==> src/rtl/uart_brk_seq.sv <==
module uart_brk_seq #(
  parameter int DATA_W   = 8,
  parameter int BRK_BITS = 13
) (
  input  logic              clk,
  input  logic              rst_n,
  input  logic              tx_en,
  input  logic              send_brk,
  input  logic              pre_req,
  input  logic [DATA_W-1:0] din,
  input  logic              din_valid,
  output logic              din_ready,
  input  logic              bit_tick,
  input  logic              tc_clr,
  output logic              txd,
  output logic              tc,
  output logic              commit
);
  localparam int FRAME_BITS = DATA_W + 2;
  localparam int CW = $clog2(BRK_BITS);

  typedef enum logic [1:0] {S_IDLE, S_READY, S_BUSY} st_t;
  typedef enum logic [1:0] {K_DATA, K_PRE, K_BRK, K_STOP} kd_t;

  st_t             state;
  kd_t             kind;
  logic            pre_pend;
  logic [DATA_W:0] sh;
  logic [CW-1:0]   cnt;

  wire go        = (state == S_READY) && tx_en && bit_tick;
  assign din_ready = go && !send_brk && !pre_pend;
  wire last      = (state == S_BUSY) && bit_tick && (cnt == '0);
  wire fin       = last && (kind != K_BRK);
  wire pending   = din_valid | pre_pend | send_brk;
  wire tc_set    = fin && (!tx_en || !pending);

  always_ff @(posedge clk or negedge rst_n) begin
    if (!rst_n) begin
      state    <= S_IDLE;
      kind     <= K_DATA;
      txd      <= 1'b1;
      tc       <= 1'b0;
      commit   <= 1'b0;
      pre_pend <= 1'b0;
      sh       <= '1;
      cnt      <= '0;
    end else begin
      tc <= tc_set | (tc & ~tc_clr);
      case (state)
        S_IDLE:
          if (tx_en) begin
            state    <= S_READY;
            commit   <= 1'b1;
            pre_pend <= 1'b1;
          end
        S_READY:
          if (!tx_en) begin
            state    <= S_IDLE;
            commit   <= 1'b0;
            pre_pend <= 1'b0;
          end else begin
            if (pre_req) pre_pend <= 1'b1;
            if (bit_tick) begin
              if (send_brk) begin
                state <= S_BUSY;
                kind  <= K_BRK;
                txd   <= 1'b0;
                cnt   <= CW'(BRK_BITS - 1);
              end else if (pre_pend) begin
                state    <= S_BUSY;
                kind     <= K_PRE;
                txd      <= 1'b1;
                cnt      <= CW'(FRAME_BITS - 1);
                pre_pend <= pre_req;
              end else if (din_valid) begin
                state <= S_BUSY;
                kind  <= K_DATA;
                txd   <= 1'b0;
                sh    <= {1'b1, din};
                cnt   <= CW'(FRAME_BITS - 1);
              end
            end
          end
        default: begin
          if (pre_req && tx_en) pre_pend <= 1'b1;
          if (bit_tick) begin
            if (cnt != '0) begin
              cnt <= cnt - 1'b1;
              if (kind == K_DATA) begin
                txd <= sh[0];
                sh  <= {1'b1, sh[DATA_W:1]};
              end
            end else if (kind == K_BRK) begin
              if (send_brk && tx_en) begin
                cnt <= CW'(BRK_BITS - 1);
              end else begin
                kind <= K_STOP;
                txd  <= 1'b1;
              end
            end else begin
              txd <= 1'b1;
              if (tx_en) begin
                state <= S_READY;
              end else begin
                state    <= S_IDLE;
                commit   <= 1'b0;
                pre_pend <= 1'b0;
              end
            end
          end
        end
      endcase
    end
  end

  AST_LINE_HIGH_OUT_OF_BUSY: assert property (@(posedge clk) disable iff (!rst_n)
    (state != S_BUSY) |-> txd);
  AST_LINE_MOVES_ON_TICK: assert property (@(posedge clk) disable iff (!rst_n)
    !bit_tick |=> $stable(txd));
  AST_START_BIT_LOW: assert property (@(posedge clk) disable iff (!rst_n)
    (din_ready && din_valid) |=> (!txd && state == S_BUSY));
  AST_STOP_AFTER_BREAK: assert property (@(posedge clk) disable iff (!rst_n)
    (last && kind == K_BRK && !(send_brk && tx_en)) |=> (txd && state == S_BUSY));
  AST_ENABLE_ARMS: assert property (@(posedge clk) disable iff (!rst_n)
    (state == S_IDLE && tx_en) |=> (commit && pre_pend && state == S_READY));
  AST_HALT_TO_IDLE: assert property (@(posedge clk) disable iff (!rst_n)
    (fin && !tx_en) |=> (state == S_IDLE && !commit && tc));
  AST_SET_BEATS_CLEAR: assert property (@(posedge clk) disable iff (!rst_n)
    (tc_set && tc_clr) |=> tc);
  AST_IDLE_NO_COMMIT: assert property (@(posedge clk) disable iff (!rst_n)
    (state == S_IDLE) |-> !commit);
endmodule

==> config.mk <==
export PLATFORM = sky130hd
export DESIGN_NAME = uart_brk_seq
export DESIGN_NICKNAME = d
export VERILOG_FILES = /design/src/rtl/uart_brk_seq.sv
export SDC_FILE = /design/constraint.sdc
export NUM_CORES = 1
export LEC_CHECK = 0
export BUFFER_PORTS_ARGS = -buffer_cell sky130_fd_sc_hd__buf_4
export CAP_MARGIN = 5
export CORE_MARGIN = 5
export CORE_UTILIZATION = 49
export CTS_CLUSTER_SIZE = 25
export DETAILED_ROUTE_END_ITERATION = 10
export PLACE_DENSITY = 0.7
export SETUP_SLACK_MARGIN = 0.4
export SYNTH_ARGS = -nofsm -noshare
export SYNTH_HDL_FRONTEND = slang
export SYNTH_SLANG_ARGS = --single-unit
==> constraint.sdc <==
create_clock -name clk -period 1.6 [get_ports clk]
set_input_delay 0.4 -clock clk [delete_from_list [all_inputs] [get_ports clk]]
set_output_delay 0.4 -clock clk [all_outputs]
set_load 0.01 [all_outputs]
Yosys cells after proc, flatten, opt, wreduce, memory -nomap -nowiden
Cells that the tools add are included.
{ "op_classes": {"addsub": 1, "eq_ne": 18, "reduce_logical": 31, "bitwise_logic": 6, "n_mux": 68} }
{ "ops": {"columns": ["cell", "n"], "rows": [
  ["9-bit 2-to-1 mux", 8],
  ["2-bit 2-to-1 mux", 18],
  ["4-bit 2-to-1 mux", 9],
  ["1-bit 2-to-1 mux", 26],
  ["9-bit one-hot mux with 2 select lines", 1],
  ["6-bit AND reduction", 3],
  ["2-bit != test (second input constant)", 8],
  ["1-bit logical AND", 10],
  ["3-bit by 2-bit != test with 1-bit output (second input constant)", 3],
  ["3-bit nonzero test", 3],
  ["4-bit != test (second input constant)", 2],
  ["2-bit one-hot mux with 2 select lines", 2],
  ["4-bit one-hot mux with 2 select lines", 1],
  ["8-bit AND reduction", 1],
  ["7-bit AND reduction", 1],
  ["1-bit one-hot mux with 2 select lines", 3],
  ["2-bit nonzero test", 3],
  ["5-bit != test (second input constant)", 1],
  ["2-bit == test (second input constant)", 2],
  ["1-bit logical NOT", 4],
  ["2-bit logical NOT", 2],
  ["4-bit logical NOT", 1],
  ["4-bit AND reduction", 1],
  ["4-bit nonzero test", 1],
  ["other kinds (7)", 10]
]} }
{ "word_totals": {"word_cells": 132, "ff_bits": 21} }

Depth between registers and ports, before layout
Gate-level depths: netlist (run 1).
{ "logic_depth": {"ltp_word": 7, "depth_mapped": 7, "depth_no_buf": 6} }

Worst setup path after synthesis (run 1)
No wires, ideal clock.
{ "synth_timing": {"path_kind": "register to register", "startpoint": "register cnt[0]", "endpoint": "register sh[0]", "t_arrival_ns": 1.683, "path_slack_ns": -0.166, "path_buffers": 1, "required_ns": 1.518, "stages_incl_launch_ff": 8, "cell_sequence": "dfrtp_1 > inv_1 > ha_1 > nor3b_4 > nor4_1 > o221a_1 > buf_6 > mux2_4"} }
{ "synth_via": {"elab_chain_len": 3} }
{ "synth_lines": {"columns": ["item", "line_no", "text"], "rows": [
  ["start: declaration", "29", "logic [CW-1:0] cnt;"],
  ["start signal: assignment", "69", "cnt <= CW'(BRK_BITS - 1);"],
  ["start signal: assignment", "74", "cnt <= CW'(FRAME_BITS - 1);"],
  ["start signal: assignment", "81", "cnt <= CW'(FRAME_BITS - 1);"],
  ["4-bit nonzero test", "88", "if (cnt != '0) begin"],
  ["2-bit nonzero test (no source line)", null, null],
  ["8-bit AND reduction (no source line)", null, null],
  ["end signal: assignment", "80", "sh <= {1'b1, din};"],
  ["end signal: assignment", "92", "sh <= {1'b1, sh[DATA_W:1]};"],
  ["end: declaration", "28", "logic [DATA_W:0] sh;"]
]} }
Every way passes these cells.
A chain may end at the register's enable or synchronous reset.

Final worst setup path (run 1)
{ "layout_timing": {"startpoint": "register state[1]", "endpoint": "output port din_ready"} }
{ "layout_via": {"elab_chain_len": 5} }
{ "layout_lines": {"columns": ["item", "line_no", "text"], "rows": [
  ["start: declaration", "25", "st_t state;"],
  ["start signal: assignment", "40", "state <= S_IDLE;"],
  ["start signal: assignment", "53", "state <= S_READY;"],
  ["start signal: assignment", "59", "state <= S_IDLE;"],
  ["2-bit by 1-bit == test with 1-bit output", "31", "wire go = (state == S_READY) && tx_en && bit_tick;"],
  ["1-bit logical AND (2 in a row)", "31", null],
  ["1-bit logical AND (2 in a row)", "32", "assign din_ready = go && !send_brk && !pre_pend;"],
  ["end: declaration", "12", "output logic din_ready,"]
]} }
Every way passes these cells.

==> reports/metrics.csv, run 1 <==
metric;value;unit
status;finished with violations;
failing checks;setup timing;
Synth-to-Final Area Change;47.3;%
RSZ-0062 raised after global routing;yes;
slew margin rel.;76.4;%
layout cell share with drive strength beyond 1;52.0;%
Slew @ Worst Pin;0.351;ns
Primary FF master, synth;dfrtp_1;
# diodes;0;
CTS tree;yes;
CP Capture Type;output pin;
GRT Residual Overflow;0;
I/O Buffers;19;
warnings from Yosys;0;
antenna violations before repair;0;
vias in the first global route;1136;
Max Slew Vio Count;0;
first-pass GRT wire length;5.08;mm
worst-case clock buffer depth;2;
HP Class;in -> reg;
Die W;59.7;um
Area contributors post-synth;dfrtp_1 23%, dfstp_2 20%, mux2_4 8.7%, nand2_1 7.7%, o21ai_0 2.9%;
post-synth cell types;41;
Via density;5.68;
Vias;1154;
Post-Syn Area;1210;um2
FF+latch count, synth;20;
Min Clock Period, post-route;1.75;ns
dpl hpwl;2.10;mm
worst path arrival time;1.35;ns
WL final;3.25;mm
average cell area after synthesis;9.54;um2
most frequent cells in the layout;38 x buf_4, 24 x nand2_1, 10 x mux2_4, 10 x dfrtp_1;
switching share of power;38.6;%
Setup TNS Final;-1.20;ns
post-synth top area share;22.7;%
drt pass-1 iters;4;
static leakage;0.814;nW
root buffer cell;clkbuf_4;
core area;2410;um2
clock skew;0.00474;ns
IO Pins;20;
CTS buffer count;3;
highest net fanout along the worst path;2;
Starting Density;50.3;%
residual DRC count;0;
top cell type by total area after synthesis;dfrtp_1;
clk_lat worst skew;0.30;ns
P per Cell Area;1840;nW/um2
Tot Pwr;0.00327;W
largest net degree at the start of global routing;21;
period utilisation layout;109;%
die area;3570;um2
critical path class;reg -> out;
Combinational Power Share;61.0;%
maximum vdd ir drop;1.20;mV
Post-synth ARST share;100;%
net switching power;0.00126;W
post-route setup slack;-0.148;ns
FMAX;0.572;GHz
Reg power frac;31.3;%
CTS Sinks;20;
clock power share;7.7;%
final instance area;1780;um2
sequential-to-total area share from yosys stat;42.3;%
max-cap violation count;0;
Req. time, crit path;1.20;ns
fillers;166;
Post-synth EDFFs;0;
most common cell after layout, fill and taps aside;buf_4;
Hold Fails Final Rpt;0;
count of mapped cells out of synthesis;127;
Int Pwr;0.00201;W
H-tree Lvls;1;
GRT Total Usage;19.3;%
Final GP Congestion;0.807;
DRT iter0 DRCs;35;
WL/cell;16.0;um
placed inst area;1540;um2
fin nets;191;
Mapped Nets;144;
final setup vio count;12;
final core utilization;74.0;%
Die H;59.7;um
row cnt;18;
Startpoint Class;flip-flop;
clock transition at the registers of the reported paths;0.11;ns
antenna viol nets, final;0;
state kept, by name (all words and copies together), names as in the netlist:
signal / flops
state: 2
pre_pend: 1
cnt: 4
sh: 8
kind: 2
txd: 1
tc: 1
commit: 1
repair_timing:
action                                  4_1_cts  5_1_grt
hold buffers                                  1        0
hold endpoints to repair                     11        0
pin swaps                                    12        7
endpoints found under the setup margin       24       24
setup buffers                                 7        5
gates resized for setup                      20        5
critical path, stage by stage (launching register included):
cell and delay (ns):
dfrtp_1 0.40, buf_6 0.12, nand2b_4 0.14, nor4_4 0.22, buf_4 0.16
final cells by class:
| type | instances | area (um2) | share of cell area (%) |
|---|---|---|---|
| clock buffer | 4 | 26.3 | 1.47 |
| inverter | 8 | 30.0 | 1.68 |
| sequential | 20 | 513 | 28.8 |
| timing repair buffer | 48 | 405 | 22.7 |
| multi-input combinational | 93 | 772 | 43.3 |
| tap | 30 | 37.5 | 2.10 |
worst paths after layout:
check / start / to / slack, ns / cells after the start
max: state[1] / din_ready / -0.15 / 4
min: tc_clr / tc / 0.25 / 2
max reg2reg: cnt[1] / sh[2] / -0.12 / 7
min reg2reg: sh[7] / sh[7] / 0.48 / 2
max in group asynchronous: rst_n / sh[3] / 0.82 / 2
min in group asynchronous: rst_n / kind[1] / 0.51 / 2
per-stage QoR:
step	setup WS, ns	hold slack (ns)	cells
final	-0.148	0.249	203
after global placement	-0.0470	0.293	186
after detailed placement	-0.0797	0.298	186
after global routing	-0.239	0.226	203
after floorplan	-0.0630	0.104	127
after CTS	-0.216	0.242	198
metal layers:
layer | routed length [um] | up-vias | global-route usage (%)
li1 | - | 545 | -
met1 | 1350 | 567 | 22.8
met2 | 1680 | 36 | 31.5
met3 | 175 | 6 | 5.18
met4 | 45 | 0 | 10.4
met5 | 0 | - | 0
power groups by stage:
stage	combinational [W]	sequential (W)	clock (W)
6_report	0.00200	0.00103	0.000251
4_1_cts	0.00181	0.00101	0.000261
5_1_grt	0.00214	0.00105	0.000291
3_3_place_gp	0.00145	0.000990	0
2_1_floorplan	0.000984	0.00100	0
3_5_place_dp	0.00151	0.000997	0
cells by family after synthesis:
| group | after synthesis | share of synthesized area [%] |
|---|---|---|
| buffers and inverters | 14 | 6.71 |
| adders and majority gates | 1 | 1.03 |
| DFF | 20 | 42.3 |
| AOI/OAI and AO/OA | 28 | 16.0 |
| and+or+nand+nor | 52 | 20.9 |
| muxes | 12 | 13.1 |
synthesized netlist by cell type, types with 2 or more instances:
cell type  instances
mux2_4             7
mux2i_1            2
inv_1              7
dfstp_2            9
buf_2              3
nand4_1            2
nor2_1             9
nand2b_1           3
mux2_1             2
nor3_1             2
nor4_1             3
dfrtp_1           11
o41ai_1            2
o21ai_1            3
buf_6              2
nand3_1            2
or3_1              2
o21ai_0            7
a21oi_1            3
nand2_1           25
Power figures use the tool's default switching activity.
==> inputs of run 2 (changes only) <==
--- a/config.mk
+++ b/config.mk
@@ -8,11 +8,12 @@
 export BUFFER_PORTS_ARGS = -buffer_cell sky130_fd_sc_hd__buf_4
 export CAP_MARGIN = 5
 export CORE_MARGIN = 5
-export CORE_UTILIZATION = 49
+export CORE_UTILIZATION = 55
 export CTS_CLUSTER_SIZE = 25
 export DETAILED_ROUTE_END_ITERATION = 10
-export PLACE_DENSITY = 0.7
+export PLACE_DENSITY = 0.74
 export SETUP_SLACK_MARGIN = 0.4
+export SLEW_MARGIN = 40
 export SYNTH_ARGS = -nofsm -noshare
 export SYNTH_HDL_FRONTEND = slang
 export SYNTH_SLANG_ARGS = --single-unit
==> constraint.sdc (replaced) <==
create_clock -name clk -period 1.81 [get_ports clk]
set_input_delay 0.4525 -clock clk [delete_from_list [all_inputs] [get_ports clk]]
set_output_delay 0.4525 -clock clk [all_outputs]
set_load 0.01 [all_outputs]
==> run 2 against run 1 <==
Compared with the run above:
- the run still ends with setup timing left
- worst hold slack better by 0.068 ns
- clock power shrank 7%
- utilization up 6.6 points
==> reports/metrics.csv, run 2 (synthesized netlist as in run 1, its figures left out) <==
metric;value;unit;change
dpl hpwl;1.90;mm;was 2.10 mm
CTS tree;yes;;unchanged
period utilisation layout;102;%;
Int Pwr;0.00176;W;was 0.00201 W
clk_lat worst skew;0.32;ns;was 0.30 ns
sequence of cells on the critical path;inv_1, ha_2, nor3b_4, buf_4, buf_6, nand4_1, a211o_1, o21ai_1;;was buf_6, nand2b_4, nor4_4, buf_4
I/O Buffers;19;;unchanged
Die H;56.9;um;was 59.7 um
clock power share;7.9;%;was 7.7%
static leakage;0.794;nW;was 0.814 nW
most frequent cells in the layout;33 x buf_4, 25 x nand2_1, 10 x dfrtp_1, 10 x buf_6;;was 38 x buf_4, 24 x nand2_1, 10 x mux2_4, 10 x dfrtp_1
number of buffer and inverter stages on the critical path;3;;was 2
P per Cell Area;1700;nW/um2;was 1840 nW/um2
placed inst area;1420;um2;was 1540 um2
HP Class;in -> reg;;unchanged
antenna violations before repair;0;;unchanged
drt pass-1 iters;4;;unchanged
CTS Sinks;20;;unchanged
critical path class;reg -> reg;;was reg -> out
Final GP Congestion;0.844;;was 0.807
IO Pins;20;;unchanged
vias in the first global route;1138;;was 1,136
Die W;56.9;um;was 59.7 um
worst-case clock buffer depth;2;;unchanged
hold depth;2;;unchanged
Starting Density;56.4;%;was 50.3%
Post-Layout Cell Count;197;;was 203
layout cell share with drive strength beyond 1;52.1;%;was 52.0%
highest net fanout along the worst path;3;;was 2
critical path's top delay family;flip-flops;;unchanged
maximum vdd ir drop;1.29;mV;was 1.20 mV
status;finished with violations;;unchanged
failing checks;setup timing;;unchanged
max-cap violation count;0;;unchanged
most common cell after layout, fill and taps aside;buf_4;;unchanged
r2r startpoint;cnt[1];;unchanged
Largest regs;sh x8, cnt x4;;unchanged
slowest CP cell;dfrtp_1;;unchanged
first-pass GRT wire length;5.14;mm;was 5.08 mm
WL/cell;18.4;um;was 16.0 um
Min Clock Period, post-route;1.85;ns;
clock skew;0.0109;ns;was 0.00474 ns
core area;2150;um2;was 2410 um2
largest net degree at the start of global routing;21;;unchanged
Startpoint Class;flip-flop;;unchanged
clock transition at the registers of the reported paths;0.12;ns;was 0.11 ns
H-tree Lvls;1;;unchanged
worst hold endpoint;tc;;unchanged
Vias;1194;;was 1,154
die area;3240;um2;was 3570 um2
net switching power;0.00119;W;was 0.00126 W
Reg with most FFs;sh;;unchanged
Critical R2R Capture;tc;;was sh[2]
RSZ-0062 raised after global routing;yes;;unchanged
WL final;3.63;mm;was 3.25 mm
Worst R2R Setup Slack;-0.04;ns;was -0.12 ns
Combinational Power Share;60.8;%;was 61.0%
Synth-to-Final Area Change;43.1;%;was 47.3%
slew margin rel.;73.2;%;was 76.4%
# diodes;0;;unchanged
Max Slew Vio Count;0;;unchanged
GRT Total Usage;19.9;%;was 19.3%
Hold Fails Final Rpt;0;;unchanged
placed insts;176;;was 186
Via density;6.06;;was 5.68
max incr delay on CP;0.42;ns;was 0.40 ns
final setup vio count;1;;was 12
fin nets;187;;was 191
final instance area;1730;um2;was 1780 um2
residual DRC count;0;;unchanged
worst path arrival time;2.09;ns;was 1.35 ns
Reg power frac;31.3;%;about the same
final core utilization;80.7;%;was 74.0%
antenna viol nets, final;0;;unchanged
row cnt;17;;was 18
GRT Residual Overflow;0;;unchanged
Tot Pwr;0.00295;W;was 0.00327 W
Largest register FFs;8;;unchanged
post-route setup slack;-0.0415;ns;was -0.148 ns
hold_sp;tc_clr;;unchanged
switching share of power;40.3;%;was 38.6%
CP Capture Type;flip-flop;;was output pin
R2R cell count;8;;was 7
Req. time, crit path;2.05;ns;was 1.20 ns
CTS buffer count;3;;unchanged
Slew @ Worst Pin;0.397;ns;was 0.351 ns
FMAX;0.540;GHz;
root buffer cell;clkbuf_4;;unchanged
DRT iter0 DRCs;54;;was 35
[run 2: area by class of cell]
type,instances,area [um2]
multi-input combinational,93,758
sequential,20,513
fill,132,415
timing repair buffer,44,370
tap,28,35.0
inverter,8,30.0
clock buffer,4,26.3
[run 2: worst max path at each step]
stage	cells after the start	slack [ns]	start	endpoint
floorplan	7	0.15	cnt[0]	sh[0]
global placement	7	0.12	cnt[1]	sh[1]
detailed placement	7	0.05	cnt[1]	sh[3]
CTS	4	0.1	state[0]	din_ready
global route	8	-0.08	cnt[1]	tc
finish	8	-0.04	cnt[1]	tc
[run 2: repair_timing]
| action | 4_1_cts | 5_1_grt |
|---|---|---|
| gates resized for setup | 16 | 19 |
| hold buffers | 1 | 0 |
| setup endpoints to repair | 20 | 22 |
| pin swaps | 5 | 11 |
| hold endpoints to repair | 10 | 0 |
| setup buffers | 9 | 7 |
[run 2: stage by stage]
stage / hold WS (ns) / setup WS (ns) / setup TNS [ns]
final: 0.316 / -0.0415 / -0.0415
after floorplan: 0.157 / 0.146 / 0
after CTS: 0.302 / 0.0995 / 0
after global placement: 0.343 / 0.120 / 0
after detailed placement: 0.348 / 0.0535 / 0
after global routing: 0.294 / -0.0771 / -0.464
[run 2: metal layers]
| metal | share of wire, % | global-route usage (%) |
|---|---|---|
| met4 | 3.8 | 7.62 |
| met3 | 8.5 | 7.36 |
| met5 | 0 | 0 |
| met2 | 51 | 33.0 |
| met1 | 37 | 23.5 |
[run 2: power by group through the flow]
stage          clock network (W)  registers, W  logic (W)
2_1_floorplan                  0      0.000876   0.000825
6_report                0.000234      0.000923    0.00180
4_1_cts                 0.000236      0.000878    0.00142
3_5_place_dp                   0      0.000888    0.00113
5_1_grt                 0.000259      0.000947    0.00193
3_3_place_gp                   0      0.000882    0.00109
==> inputs of run 3 (changes only) <==
--- a/config.mk
+++ b/config.mk
@@ -13,6 +13,7 @@
 export DETAILED_ROUTE_END_ITERATION = 10
 export PLACE_DENSITY = 0.74
 export SETUP_SLACK_MARGIN = 0.4
+export SKIP_CTS_REPAIR_TIMING = 1
 export SLEW_MARGIN = 40
 export SYNTH_ARGS = -nofsm -noshare
 export SYNTH_HDL_FRONTEND = slang
==> run 3 against run 2 <==
Compared with the run above:
- the flow now finishes without violations
- final cell count is 4.1% lower
- via count is 10% lower
- power is 16% lower
- worst setup slack better by 0.14 ns
- clock power is 2% lower
- largest cell class unchanged
==> reports/metrics.csv, run 3 (synthesized netlist as in run 1, its figures left out) <==
metric;value;unit;change
CP Capture Type;flip-flop;;unchanged
period utilisation layout;94.5;%;was 102%
clock transition at the registers of the reported paths;0.12;ns;about the same
max-cap violation count;0;;unchanged
most frequent cells in the layout;33 x buf_4, 24 x nand2_1, 10 x dfrtp_1, 9 x nor2_1, 9 x dfstp_2;;was 33 x buf_4, 25 x nand2_1, 10 x dfrtp_1, 10 x buf_6
clock power share;9.2;%;was 7.9%
Via density;5.67;;was 6.06
CTS tree;yes;;unchanged
max incr delay on CP;0.40;ns;was 0.42 ns
Starting Density;56.4;%;unchanged
status;finished, final reports clean;;was finished with violations
Largest regs;sh x8, cnt x4;;unchanged
dpl hpwl;1.90;mm;unchanged
first-pass GRT wire length;4.55;mm;was 5.14 mm
largest net degree at the start of global routing;21;;unchanged
die area;3240;um2;unchanged
sequence of cells on the critical path;inv_1, ha_4, nor3b_4, nor4_2, o221a_1, buf_4, mux2_4;;was inv_1, ha_2, nor3b_4, buf_4, buf_6, nand4_1, a211o_1, o21ai_1
final setup vio count;0;;was 1
WL/cell;15.7;um;was 18.4 um
Int Pwr;0.00152;W;was 0.00176 W
RSZ-0062 raised after global routing;yes;;unchanged
residual DRC count;0;;unchanged
number of buffer and inverter stages on the critical path;2;;was 3
multi-input logic area;696;um2;was 758 um2
Synth-to-Final Area Change;30.5;%;was 43.1%
GRT Total Usage;17.6;%;was 19.9%
row cnt;17;;unchanged
maximum vdd ir drop;0.926;mV;was 1.29 mV
I/O Buffers;19;;unchanged
Req. time, crit path;2.05;ns;about the same
Largest register FFs;8;;unchanged
slew margin rel.;73.3;%;was 73.2%
layout cell share with drive strength beyond 1;44.7;%;was 52.1%
P per Cell Area;1580;nW/um2;was 1700 nW/um2
H-tree Lvls;1;;unchanged
switching share of power;39.1;%;was 40.3%
drt pass-1 iters;5;;was 4
IO Pins;20;;unchanged
most common cell after layout, fill and taps aside;buf_4;;unchanged
root buffer cell;clkbuf_4;;unchanged
Hold Fails Final Rpt;0;;unchanged
fin nets;179;;was 187
GRT Residual Overflow;0;;unchanged
Reg power frac;36.1;%;was 31.3%
slowest CP cell;dfrtp_1;;unchanged
CTS Sinks;20;;unchanged
HP Class;in -> reg;;unchanged
Slew @ Worst Pin;0.396;ns;was 0.397 ns
antenna violations before repair;0;;unchanged
Startpoint Class;flip-flop;;unchanged
core area;2150;um2;unchanged
worst-case clock buffer depth;2;;unchanged
Setup TNS Final;0;ns;was -0.0415 ns
worst path arrival time;1.95;ns;was 2.09 ns
FF+latch area;513;um2;unchanged
clk_lat worst skew;0.31;ns;was 0.32 ns
antenna viol nets, final;0;;unchanged
CTS buffer count;3;;unchanged
clock skew;0.0129;ns;was 0.0109 ns
final hold slack;0.314;ns;was 0.316 ns
Die H;56.9;um;unchanged
net switching power;0.000974;W;was 0.00119 W
Tot Pwr;0.00249;W;was 0.00295 W
highest net fanout along the worst path;4;;was 3
DRT iter0 DRCs;45;;was 54
Reg with most FFs;sh;;unchanged
Die W;56.9;um;unchanged
FMAX;0.585;GHz;was 0.540 GHz
Final GP Congestion;0.844;;unchanged
vias in the first global route;1009;;was 1,138
Max Slew Vio Count;0;;unchanged
critical path class;reg -> reg;;unchanged
static leakage;0.714;nW;was 0.794 nW
WL final;2.97;mm;was 3.63 mm
fillers;161;;was 132
# diodes;0;;unchanged
Combinational Power Share;54.7;%;was 60.8%
Vias;1071;;was 1,194
Min Clock Period, post-route;1.71;ns;was 1.85 ns
critical path's top delay family;flip-flops;;unchanged
## run 3: changes by cell type in the layout (fill, tap and decap cells not counted), sizes merged
cell  before  now
buf       43   35
## run 3: path summary, 6_finish.rpt
check / startpoint / slack, ns / to / cells past startpoint
min in group asynchronous: rst_n / 0.54 / cnt[2] / 2
worst min register to register: sh[7] / 0.48 / sh[7] / 2
worst max register to register: cnt[0] / 0.1 / sh[2] / 7
worst min-delay path: tc_clr / 0.31 / tc / 2
max in group asynchronous: rst_n / 0.97 / sh[4] / 2
worst max-delay path: cnt[0] / 0.1 / sh[2] / 7
## run 3: routing by layer
layer  routed length (um)  GRT usage [%]
met1                 1230           21.2
met2                 1520           29.4
met3                  176           6.67
met4                   36           4.97
met5                    0              0
## run 3: per-stage QoR
| step | cells | util, % | cell area [um2] | worst slack, ns |
|---|---|---|---|---|
| 5_1_grt | 189 | 73.6 | 1580 | 0.0199 |
| 2_1_floorplan | 127 | - | 1240 | 0.146 |
| 3_3_place_gp | 176 | 66.2 | 1420 | 0.120 |
| 3_5_place_dp | 176 | 66.2 | 1420 | 0.0535 |
| 6_report | 189 | 73.6 | 1580 | 0.0992 |
| 4_1_cts | 180 | 67.4 | 1450 | -0.0229 |
## run 3: worst reg2reg max path, stage by stage, from the launching register on
cell,delay [ns]
dfrtp_1,0.40
inv_1,0.10
ha_4,0.15
nor3b_4,0.25
nor4_2,0.06
o221a_1,0.24
buf_4,0.16
mux2_4,0.29
## run 3: cell type report
cell class,instances,share of cell area (%)
clock buffers,4,1.66
inverters,8,1.90
multi-input cells,93,44.0
flip-flops and latches,20,32.5
well taps,28,2.22
repair buffers,36,17.7
## run 3: power groups by stage
stage / clock network, W / registers, W / logic [W]
after detailed placement: 0 / 0.000888 / 0.00113
after global placement: 0 / 0.000882 / 0.00109
after global routing: 0.000259 / 0.000925 / 0.00150
after floorplan: 0 / 0.000876 / 0.000825
after CTS: 0.000236 / 0.000884 / 0.00114
final: 0.000229 / 0.000898 / 0.00136
